===== src/rtl/avsw_stat_pkg.sv =====
// Package: shared constants and code type for the status interrupt register.
// Assumes an 8-bit register data path and 2-bit field codes.
package avsw_stat_pkg;
    localparam int FLD_W      = 2;
    localparam int DATA_W     = 8;
    localparam int ADDR_W     = 3;

    // Aspect-ratio code carried in each status field.
    typedef enum logic [FLD_W-1:0] {
        CODE_NONE = 2'b00,
        CODE_LOW  = 2'b01,
        CODE_WIDE = 2'b10,
        CODE_STD  = 2'b11
    } fld_code_e;
endpackage


===== src/rtl/avsw_sync.sv =====
// Module: multi-stage synchroniser for a W-bit asynchronous code.
// Assumes the code is stable long enough that bit skew settles within STAGES.
module avsw_sync #(
    parameter int W      = 2,
    parameter int STAGES = 2
) (
    input  logic         clk,
    input  logic         rst_n,
    input  logic [W-1:0] din,
    output logic [W-1:0] dout
);
    logic [W-1:0] chain_q [STAGES];

    generate
        for (genvar s = 0; s < STAGES; s++) begin : g_stage
            if (s == 0) begin : g_first
                // Capture the raw input into the first flop.
                always_ff @(posedge clk) begin
                    if (!rst_n) chain_q[s] <= '0;
                    else        chain_q[s] <= din;
                end
            end else begin : g_next
                // Shift the code one stage further along.
                always_ff @(posedge clk) begin
                    if (!rst_n) chain_q[s] <= '0;
                    else        chain_q[s] <= chain_q[s-1];
                end
            end
        end
    endgenerate

    assign dout = chain_q[STAGES-1];
endmodule


===== src/rtl/avsw_chg_det.sv =====
// Module: per-field change detector.
// It keeps the previous synchronised code of each field and flags any
// difference. Assumes the codes come from the synchroniser output.
module avsw_chg_det #(
    parameter int N_FLD = 2,
    parameter int FLD_W = 2,
    localparam int TOT_W = N_FLD * FLD_W
) (
    input  logic             clk,
    input  logic             rst_n,
    input  logic [TOT_W-1:0] cur,
    output logic             chg_any
);
    logic [TOT_W-1:0] prev_q;
    logic [N_FLD-1:0] diff;

    // Track the last seen code of every field on every cycle.
    always_ff @(posedge clk) begin
        if (!rst_n) prev_q <= '0;
        else        prev_q <= cur;
    end

    generate
        for (genvar f = 0; f < N_FLD; f++) begin : g_cmp
            // Compare one field against its previous value.
            always_comb diff[f] = (cur[f*FLD_W +: FLD_W] != prev_q[f*FLD_W +: FLD_W]);
        end
    endgenerate

    // Combine the per-field differences.
    always_comb chg_any = |diff;
endmodule


===== src/rtl/avsw_irq_ctrl.sv =====
// Module: arm bit and interrupt flag.
// A change while armed sets the flag and disarms. Otherwise a control write
// updates the arm bit and a read strobe clears the flag.
// Assumes wr_en and rd_stb are single-cycle pulses.
module avsw_irq_ctrl #(
    parameter int                ADDR_W    = 3,
    parameter logic [ADDR_W-1:0] CTRL_ADDR = 3'd4
) (
    input  logic              clk,
    input  logic              rst_n,
    input  logic              chg_any,
    input  logic              wr_en,
    input  logic [ADDR_W-1:0] wr_addr,
    input  logic              arm_bit,
    input  logic              rd_stb,
    output logic              arm_q,
    output logic              flag_q
);
    logic ctrl_hit;
    logic fire;

    // Decode the control write and the change event.
    always_comb begin
        ctrl_hit = wr_en && (wr_addr == CTRL_ADDR);
        fire     = chg_any && arm_q;
    end

    // Update the arm bit; a firing event has priority over a host write.
    always_ff @(posedge clk) begin
        if (!rst_n)        arm_q <= 1'b0;
        else if (fire)     arm_q <= 1'b0;
        else if (ctrl_hit) arm_q <= arm_bit;
    end

    // Update the flag; a firing event has priority over a clearing read.
    always_ff @(posedge clk) begin
        if (!rst_n)      flag_q <= 1'b0;
        else if (fire)   flag_q <= 1'b1;
        else if (rd_stb) flag_q <= 1'b0;
    end
endmodule


===== src/rtl/avsw_stat_irq.sv =====
// Module: top of the aspect-ratio status change interrupt register.
// It synchronises each field, detects changes, and assembles the status byte
// as fields in the low bits, the flag just above them, and zeros on top.
// Assumes the host sees rd_data combinationally during the rd_stb cycle.
module avsw_stat_irq
    import avsw_stat_pkg::*;
#(
    parameter int                N_FLD     = 2,
    parameter int                STAGES    = 2,
    parameter logic [ADDR_W-1:0] CTRL_ADDR = 3'd4,
    parameter int                ARM_BIT   = 7
) (
    input  logic                    clk,
    input  logic                    rst_n,
    input  logic [N_FLD*FLD_W-1:0]  fld_in,
    input  logic                    wr_en,
    input  logic [ADDR_W-1:0]       wr_addr,
    input  logic [DATA_W-1:0]       wr_data,
    input  logic                    rd_stb,
    output logic [DATA_W-1:0]       rd_data,
    output logic                    irq
);
    localparam int TOT_W    = N_FLD * FLD_W;
    localparam int FLAG_POS = TOT_W;

    logic [TOT_W-1:0] fld_sync;
    logic             chg_any;
    logic             arm_q;
    logic             flag_q;

    generate
        for (genvar f = 0; f < N_FLD; f++) begin : g_fld
            avsw_sync #(.W(FLD_W), .STAGES(STAGES)) u_sync (
                .clk   (clk),
                .rst_n (rst_n),
                .din   (fld_in[f*FLD_W +: FLD_W]),
                .dout  (fld_sync[f*FLD_W +: FLD_W])
            );
        end
    endgenerate

    avsw_chg_det #(.N_FLD(N_FLD), .FLD_W(FLD_W)) u_det (
        .clk     (clk),
        .rst_n   (rst_n),
        .cur     (fld_sync),
        .chg_any (chg_any)
    );

    avsw_irq_ctrl #(.ADDR_W(ADDR_W), .CTRL_ADDR(CTRL_ADDR)) u_ctrl (
        .clk     (clk),
        .rst_n   (rst_n),
        .chg_any (chg_any),
        .wr_en   (wr_en),
        .wr_addr (wr_addr),
        .arm_bit (wr_data[ARM_BIT]),
        .rd_stb  (rd_stb),
        .arm_q   (arm_q),
        .flag_q  (flag_q)
    );

    // Assemble the status byte with the unused upper bits forced to zero.
    always_comb begin
        rd_data           = '0;
        rd_data[TOT_W-1:0] = fld_sync;
        rd_data[FLAG_POS] = flag_q;
    end

    // Drive the interrupt line from the flag.
    assign irq = flag_q;
endmodule


===== config.mk =====
export PLATFORM = sky130hd
export DESIGN_NAME = avsw_stat_irq
export DESIGN_NICKNAME = d
export VERILOG_FILES = /design/src/rtl/avsw_stat_pkg.sv /design/src/rtl/avsw_sync.sv /design/src/rtl/avsw_chg_det.sv /design/src/rtl/avsw_irq_ctrl.sv /design/src/rtl/avsw_stat_irq.sv
export SDC_FILE = /design/constraint.sdc
export NUM_CORES = 1
export LEC_CHECK = 0
export ABC_CLOCK_PERIOD_IN_PS = 1200
export BUFFER_PORTS_ARGS = -buffer_cell sky130_fd_sc_hd__buf_2
export CORE_MARGIN = 4
export CORE_UTILIZATION = 36
export DETAILED_ROUTE_END_ITERATION = 7
export PLACE_DENSITY = 0.7
export RECOVER_POWER = 25
export SLEW_MARGIN = 20
export SYNTH_ARGS = -nofsm -noshare
export SYNTH_HDL_FRONTEND = slang
export SYNTH_SLANG_ARGS = --single-unit

===== constraint.sdc =====
create_clock -name clk -period 1.2 [get_ports clk]
set_input_delay 0.24 -clock clk [delete_from_list [all_inputs] [get_ports clk]]
set_output_delay 0.24 -clock clk [all_outputs]
set_load 0.03 [all_outputs]

==> results of run 1 <==
==> cell usage in the layout, fill, tap and decap left out, drive strengths merged <==
cell type  Yosys  routed
and2          12      12
nand2b         1       1
o41ai          1       1
xor2           4       4
buf            4      17
nor4bb         1       1
dfxtp         14      14
and3           1       1
clkbuf         1       3
conb           1       3
mux2           1       1
a21boi         1       1
==> flip-flops by register name, indices dropped and copies added (netlist names) <==
signal / flops
u_det.prev_q: 4
u_ctrl.arm_q: 1
g_fld.u_sync.chain_q: 8
u_ctrl.flag_q: 1
==> path summary, 6_finish.rpt <==
path	start	endpoint	slack, ns	depth (start not counted)
worst min-delay path	fld_in[0]	g_fld[0].u_sync.chain_q[0][0]	0.17	2
worst max register to register	g_fld[0].u_sync.chain_q[1][1]	u_ctrl.arm_q	0.08	3
worst min register to register	g_fld[1].u_sync.chain_q[0][0]	g_fld[1].u_sync.chain_q[1][0]	0.43	1
worst max-delay path	g_fld[0].u_sync.chain_q[1][1]	u_ctrl.arm_q	0.08	3
==> metrics by stage <==
step           total power, uW  utilization, %  cell area [sq um]  setup slack, ns
2_1_floorplan              556               -                495           0.0150
6_report                   804            49.5                587           0.0814
3_5_place_dp               575            47.6                564          -0.0948
5_1_grt                    844            49.5                587          0.00139
4_1_cts                    819            49.5                587           0.0661
3_3_place_gp               573            47.6                564          -0.0487
==> cell type report <==
cell class                      count  area share, %
Sequential cell                    14           48.0
Multi-Input combinational cell     25           30.7
Timing Repair Buffer               17           14.5
Clock buffer                        3           3.84
Tap cell                           14           2.99
==> worst max-delay path, cell delays in order, from the launching register on <==
cell     delay (ns)
dfxtp_2        0.33
xor2_1         0.16
o41ai_2        0.37
and3_1         0.21
==> metal layers <==
metal / GRT usage (%) / routed length (um) / vias up
met5: 0 / 0 / -
met4: 7.02 / 15 / 0
met3: 2.39 / 82 / 2
met2: 11.5 / 315 / 16
met1: 7.58 / 278 / 134
li1: - / - / 162
==> report_power, final <==
group	total, uW	leakage, uW	internal [uW]	switching (uW)
sequential	489	0.000115	482	7.05
clock	242	0.0000138	116	126
combinational	73.5	0.000174	31.1	42.4
total	804	0.000304	629	175
==> kinds of logic after synthesis <==
| family | Yosys count | share of synthesized area (%) |
|---|---|---|
| mux | 1 | 2.31 |
| other cells | 1 | 0.770 |
| buf+inv | 5 | 6.94 |
| flops | 14 | 57.6 |
| simple gates | 15 | 20.3 |
| xor+xnor | 4 | 7.20 |
| compound gates | 2 | 4.89 |
==> impl_metrics.yaml, run 1 <==
outcome:
  status: "finished clean"
final_layout:
  antenna_cells: 0
  drive_gt1_share_pct: 39.0
  fill_cells: 115
  multiInputGateArea_sq_um: 180
  seq_area_sq_um: 282
  fin_cells: 73
  fin_nets: 80
  area_delta_synth_final_pct: 20.6
route:
  drtAntennaViolNets: 0
  firstDrtPassIters: 2
  wl_per_cell_um: 9.48
  drt_iter0_markers: 2
  routed_wl_um: 692
  via_per_inst: 4.30
  drc: 0
  vias: 314
floorplan:
  initial_core_util_pct: 41.0
  num_rows: 12
  io-pin-count: 28
  dieArea_sq_um: 2000
  chipHeight_um: 44.8
  coreArea_sq_um: 1190
  die_w_um: 44.8
yosys:
  netlist_top_cells_count: "14 x dfxtp_1, 11 x and2_1, 4 x buf_4, 4 x xor2_1"
  avgSynthCellArea_sq_um: 11.6
  ys_types: 13
  yosys.cell_count.top_type: "dfxtp_1"
  yosysWarningCount: 0
  synth.area.top_cells: "dfxtp_1 58%, and2_1 14%, xor2_1 7.2%, buf_4 6.2%, o41ai_2 3.3%"
  synthesis.area_sq_um: 487
  yosysTopAreaCell: "dfxtp_1"
  async_flop_share_pct: 0
  synth_edf_count: 0
  ys_seq_area_share_pct: 57.6
  syn_inst: 42
  yosysTopAreaCellShare_pct: 57.6
  synth_seq_cells: 14
  ys.flop_type: "dfxtp_1"
power_and_ir_drop:
  power.density_nw_per_um2: 1370
  power_leakage_uw: 0.000304
  ir_drop_v: 0.000573
global_routing:
  grt_max_degree: 15
  grt_pass1_wl_mm: 1.02
  grt_pass1_vias: 273
  grt_antenna_before_repair: 0
  grt_overflow: 0
  grt_use_total_pct: 7.33
clock_tree:
  cts_root_buffer: "clkbuf_4"
  cts.repair.resized: 0
  cts.path.max_buffers: 2
  post_cts_buffers: 0
  clkSlewWorstSetupHoldPaths_ns: 0.07
  cts_tree: "yes"
  cts_htree_levels: 1
  cts_sinks: 14
  cts_hold_buf: 0
  clk_latency_ns: 0.27
  cts_made_buffers: 3
timing:
  fin_setup_tns_ns: 0
  fmax_mhz: 894
  rsz0062_at_grt: "no"
  finalSetupViolations: 0
  post-route-period-util_pct: 93.2
  layout_min_cycle_time_ns: 1.12
  timing.hold.ws_ns: 0.171
  final_hold_viol_count: 0
  skew_ns: 0.000909
  drv_slew: 0
setup_path:
  worst_ep_required_time_ns: 1.41
  crit_fanout: 3
  start_kind: "flop"
  cp-end-kind: "flop"
  critPathArrivalTime_ns: 1.33
  critPathKind: "reg -> reg"
place:
  finalWeightedCongestion: 0.563
  hpwl_um: 539
  io_buffer_count: 17
  dp.cells: 70
hold_path:
  hp-class: "in -> reg"
job:
  maxCapViolCount: 0
No activity file was read; power rests on OpenSTA's default activity.
==> run 2: changes to the inputs <==
--- a/config.mk
+++ b/config.mk
@@ -5,14 +5,13 @@
 export SDC_FILE = /design/constraint.sdc
 export NUM_CORES = 1
 export LEC_CHECK = 0
-export ABC_CLOCK_PERIOD_IN_PS = 1200
+export ABC_CLOCK_PERIOD_IN_PS = 1300
 export BUFFER_PORTS_ARGS = -buffer_cell sky130_fd_sc_hd__buf_2
-export CORE_MARGIN = 4
-export CORE_UTILIZATION = 36
+export CORE_AREA = 4 4 41 43
 export DETAILED_ROUTE_END_ITERATION = 7
-export PLACE_DENSITY = 0.7
+export DIE_AREA = 0 0 45 47
+export PLACE_DENSITY = 0.69
 export RECOVER_POWER = 25
-export SLEW_MARGIN = 20
 export SYNTH_ARGS = -nofsm -noshare
 export SYNTH_HDL_FRONTEND = slang
 export SYNTH_SLANG_ARGS = --single-unit
==> constraint.sdc (replaced) <==
create_clock -name clk -period 1.3 [get_ports clk]
set_input_delay 0.26 -clock clk [delete_from_list [all_inputs] [get_ports clk]]
set_output_delay 0.26 -clock clk [all_outputs]
set_load 0.03 [all_outputs]
==> impl_metrics.yaml, run 2 (synthesized netlist as in run 1, its figures left out) <==
route:
  routed_wl_um: 686
  drc: 0
  vias: 306
  drt_iter0_markers: 1
  firstDrtPassIters: 2
  via_per_inst: 4.08
  drtAntennaViolNets: 0
  wl_per_cell_um: 9.15
clock_tree:
  cts_made_buffers: 3
  post_cts_buffers: 0
  cts_hold_buf: 0
  clkSlewWorstSetupHoldPaths_ns: 0.08
  cts_htree_levels: 1
  cts_sinks: 14
  cts_tree: "yes"
  clk_latency_ns: 0.27
  cts.path.max_buffers: 2
  cts.repair.resized: 0
  cts_root_buffer: "clkbuf_4"
place:
  finalWeightedCongestion: 0.608
  dp.cells: 71
  postPlaceCellArea_sq_um: 564
  io_buffer_count: 17
floorplan:
  num_rows: 13
  coreArea_sq_um: 1300
  chipHeight_um: 47
  io-pin-count: 28
  initial_core_util_pct: 37.4
  dieArea_sq_um: 2120
  die_w_um: 45
final_layout:
  largest_reg_flops: 8
  drive_gt1_share_pct: 36.7
  antenna_cells: 0
  top_register: "g_fld.u_sync.chain_q"
  layout_common_cells: "16 x buf_2, 14 x dfxtp_1, 9 x and2_1, 4 x xor2_1"
  fin_cells: 75
  area_delta_synth_final_pct: 23.1
  reg_top3: "g_fld.u_sync.chain_q: 8 flops, u_det.prev_q: 4 flops"
  fin_area_sq_um: 599
  fin_nets: 80
  finalCoreUtilization_pct: 46.1
  fill_cells: 140
  layout_commonest_cell: "buf_2"
power_and_ir_drop:
  p_total_uw: 813
  power_leakage_uw: 0.000308
  ir_drop_v: 0.000606
  power.density_nw_per_um2: 1360
timing:
  finalSetupViolations: 0
  fin_setup_tns_ns: 0
  rsz0062_at_grt: "no"
  layout_min_cycle_time_ns: 1.11
  final_hold_viol_count: 0
  drv_slew: 0
  post-route-period-util_pct: 85.7
  skew_ns: 0.00226
  fmax_mhz: 897
outcome:
  status: "finished clean"
job:
  maxCapViolCount: 0
global_routing:
  grt_overflow: 0
  grt_max_degree: 15
  grt_antenna_before_repair: 0
  grt_pass1_wl_mm: 1.08
  grt_pass1_vias: 265
  grt_use_total_pct: 7.56
setup_path:
  crit_fanout: 3
  crit_slowest_cell: "dfxtp_1"
  crit_family: "flip-flops"
  worst_ep_required_time_ns: 1.04
  start_kind: "flop"
  path_buf_inv: 1
  critPathKind: "reg -> out"
  worstPathCellList: "buf_2"
  cp-end-kind: "output pin"
  critPathArrivalTime_ns: 0.85
  cpPeakStageDelay_ns: 0.37
hold_path:
  hp-class: "in -> reg"
-- run 2: per-stage QoR --
step	setup WS (ns)	hold WS [ns]
after floorplan	0.0914	0.382
after global placement	0.00950	0.414
after detailed placement	-0.00483	0.419
after CTS	0.164	0.181
after global routing	0.107	0.188
final	0.185	0.191
-- run 2: final timing paths --
| check | startpoint | end | slack (ns) | cells after the start |
|---|---|---|---|---|
| max | g_fld[0].u_sync.chain_q[1][1] | rd_data[1] | 0.19 | 1 |
| min reg2reg | g_fld[0].u_sync.chain_q[0][1] | g_fld[0].u_sync.chain_q[1][1] | 0.43 | 1 |
| min | fld_in[0] | g_fld[0].u_sync.chain_q[0][0] | 0.19 | 2 |
| max reg2reg | g_fld[0].u_sync.chain_q[1][1] | u_ctrl.arm_q | 0.19 | 3 |
-- run 2: final cells by class --
class / instances / area, sq um / area share (%)
Timing Repair Buffer: 17 / 83.8 / 14.0
Tap cell: 15 / 18.8 / 3.13
Clock buffer: 4 / 36.3 / 6.05
Multi-Input combinational cell: 25 / 180 / 30.1
Sequential cell: 14 / 280 / 46.8
-- run 2: power by group --
part / switching (uW) / internal, uW
sequential: 6.84 / 444
clock: 125 / 170
combinational: 38.7 / 28.2
-- run 2: layer usage --
metal	part of all wire, %	wire (um)	vias up	GRT usage (%)
met3	6.3	43	0	3.45
met2	58	397	9	12.4
met4	0	0	0	5.26
li1	-	-	160	-
met1	36	245	137	7.67
met5	0	0	-	0
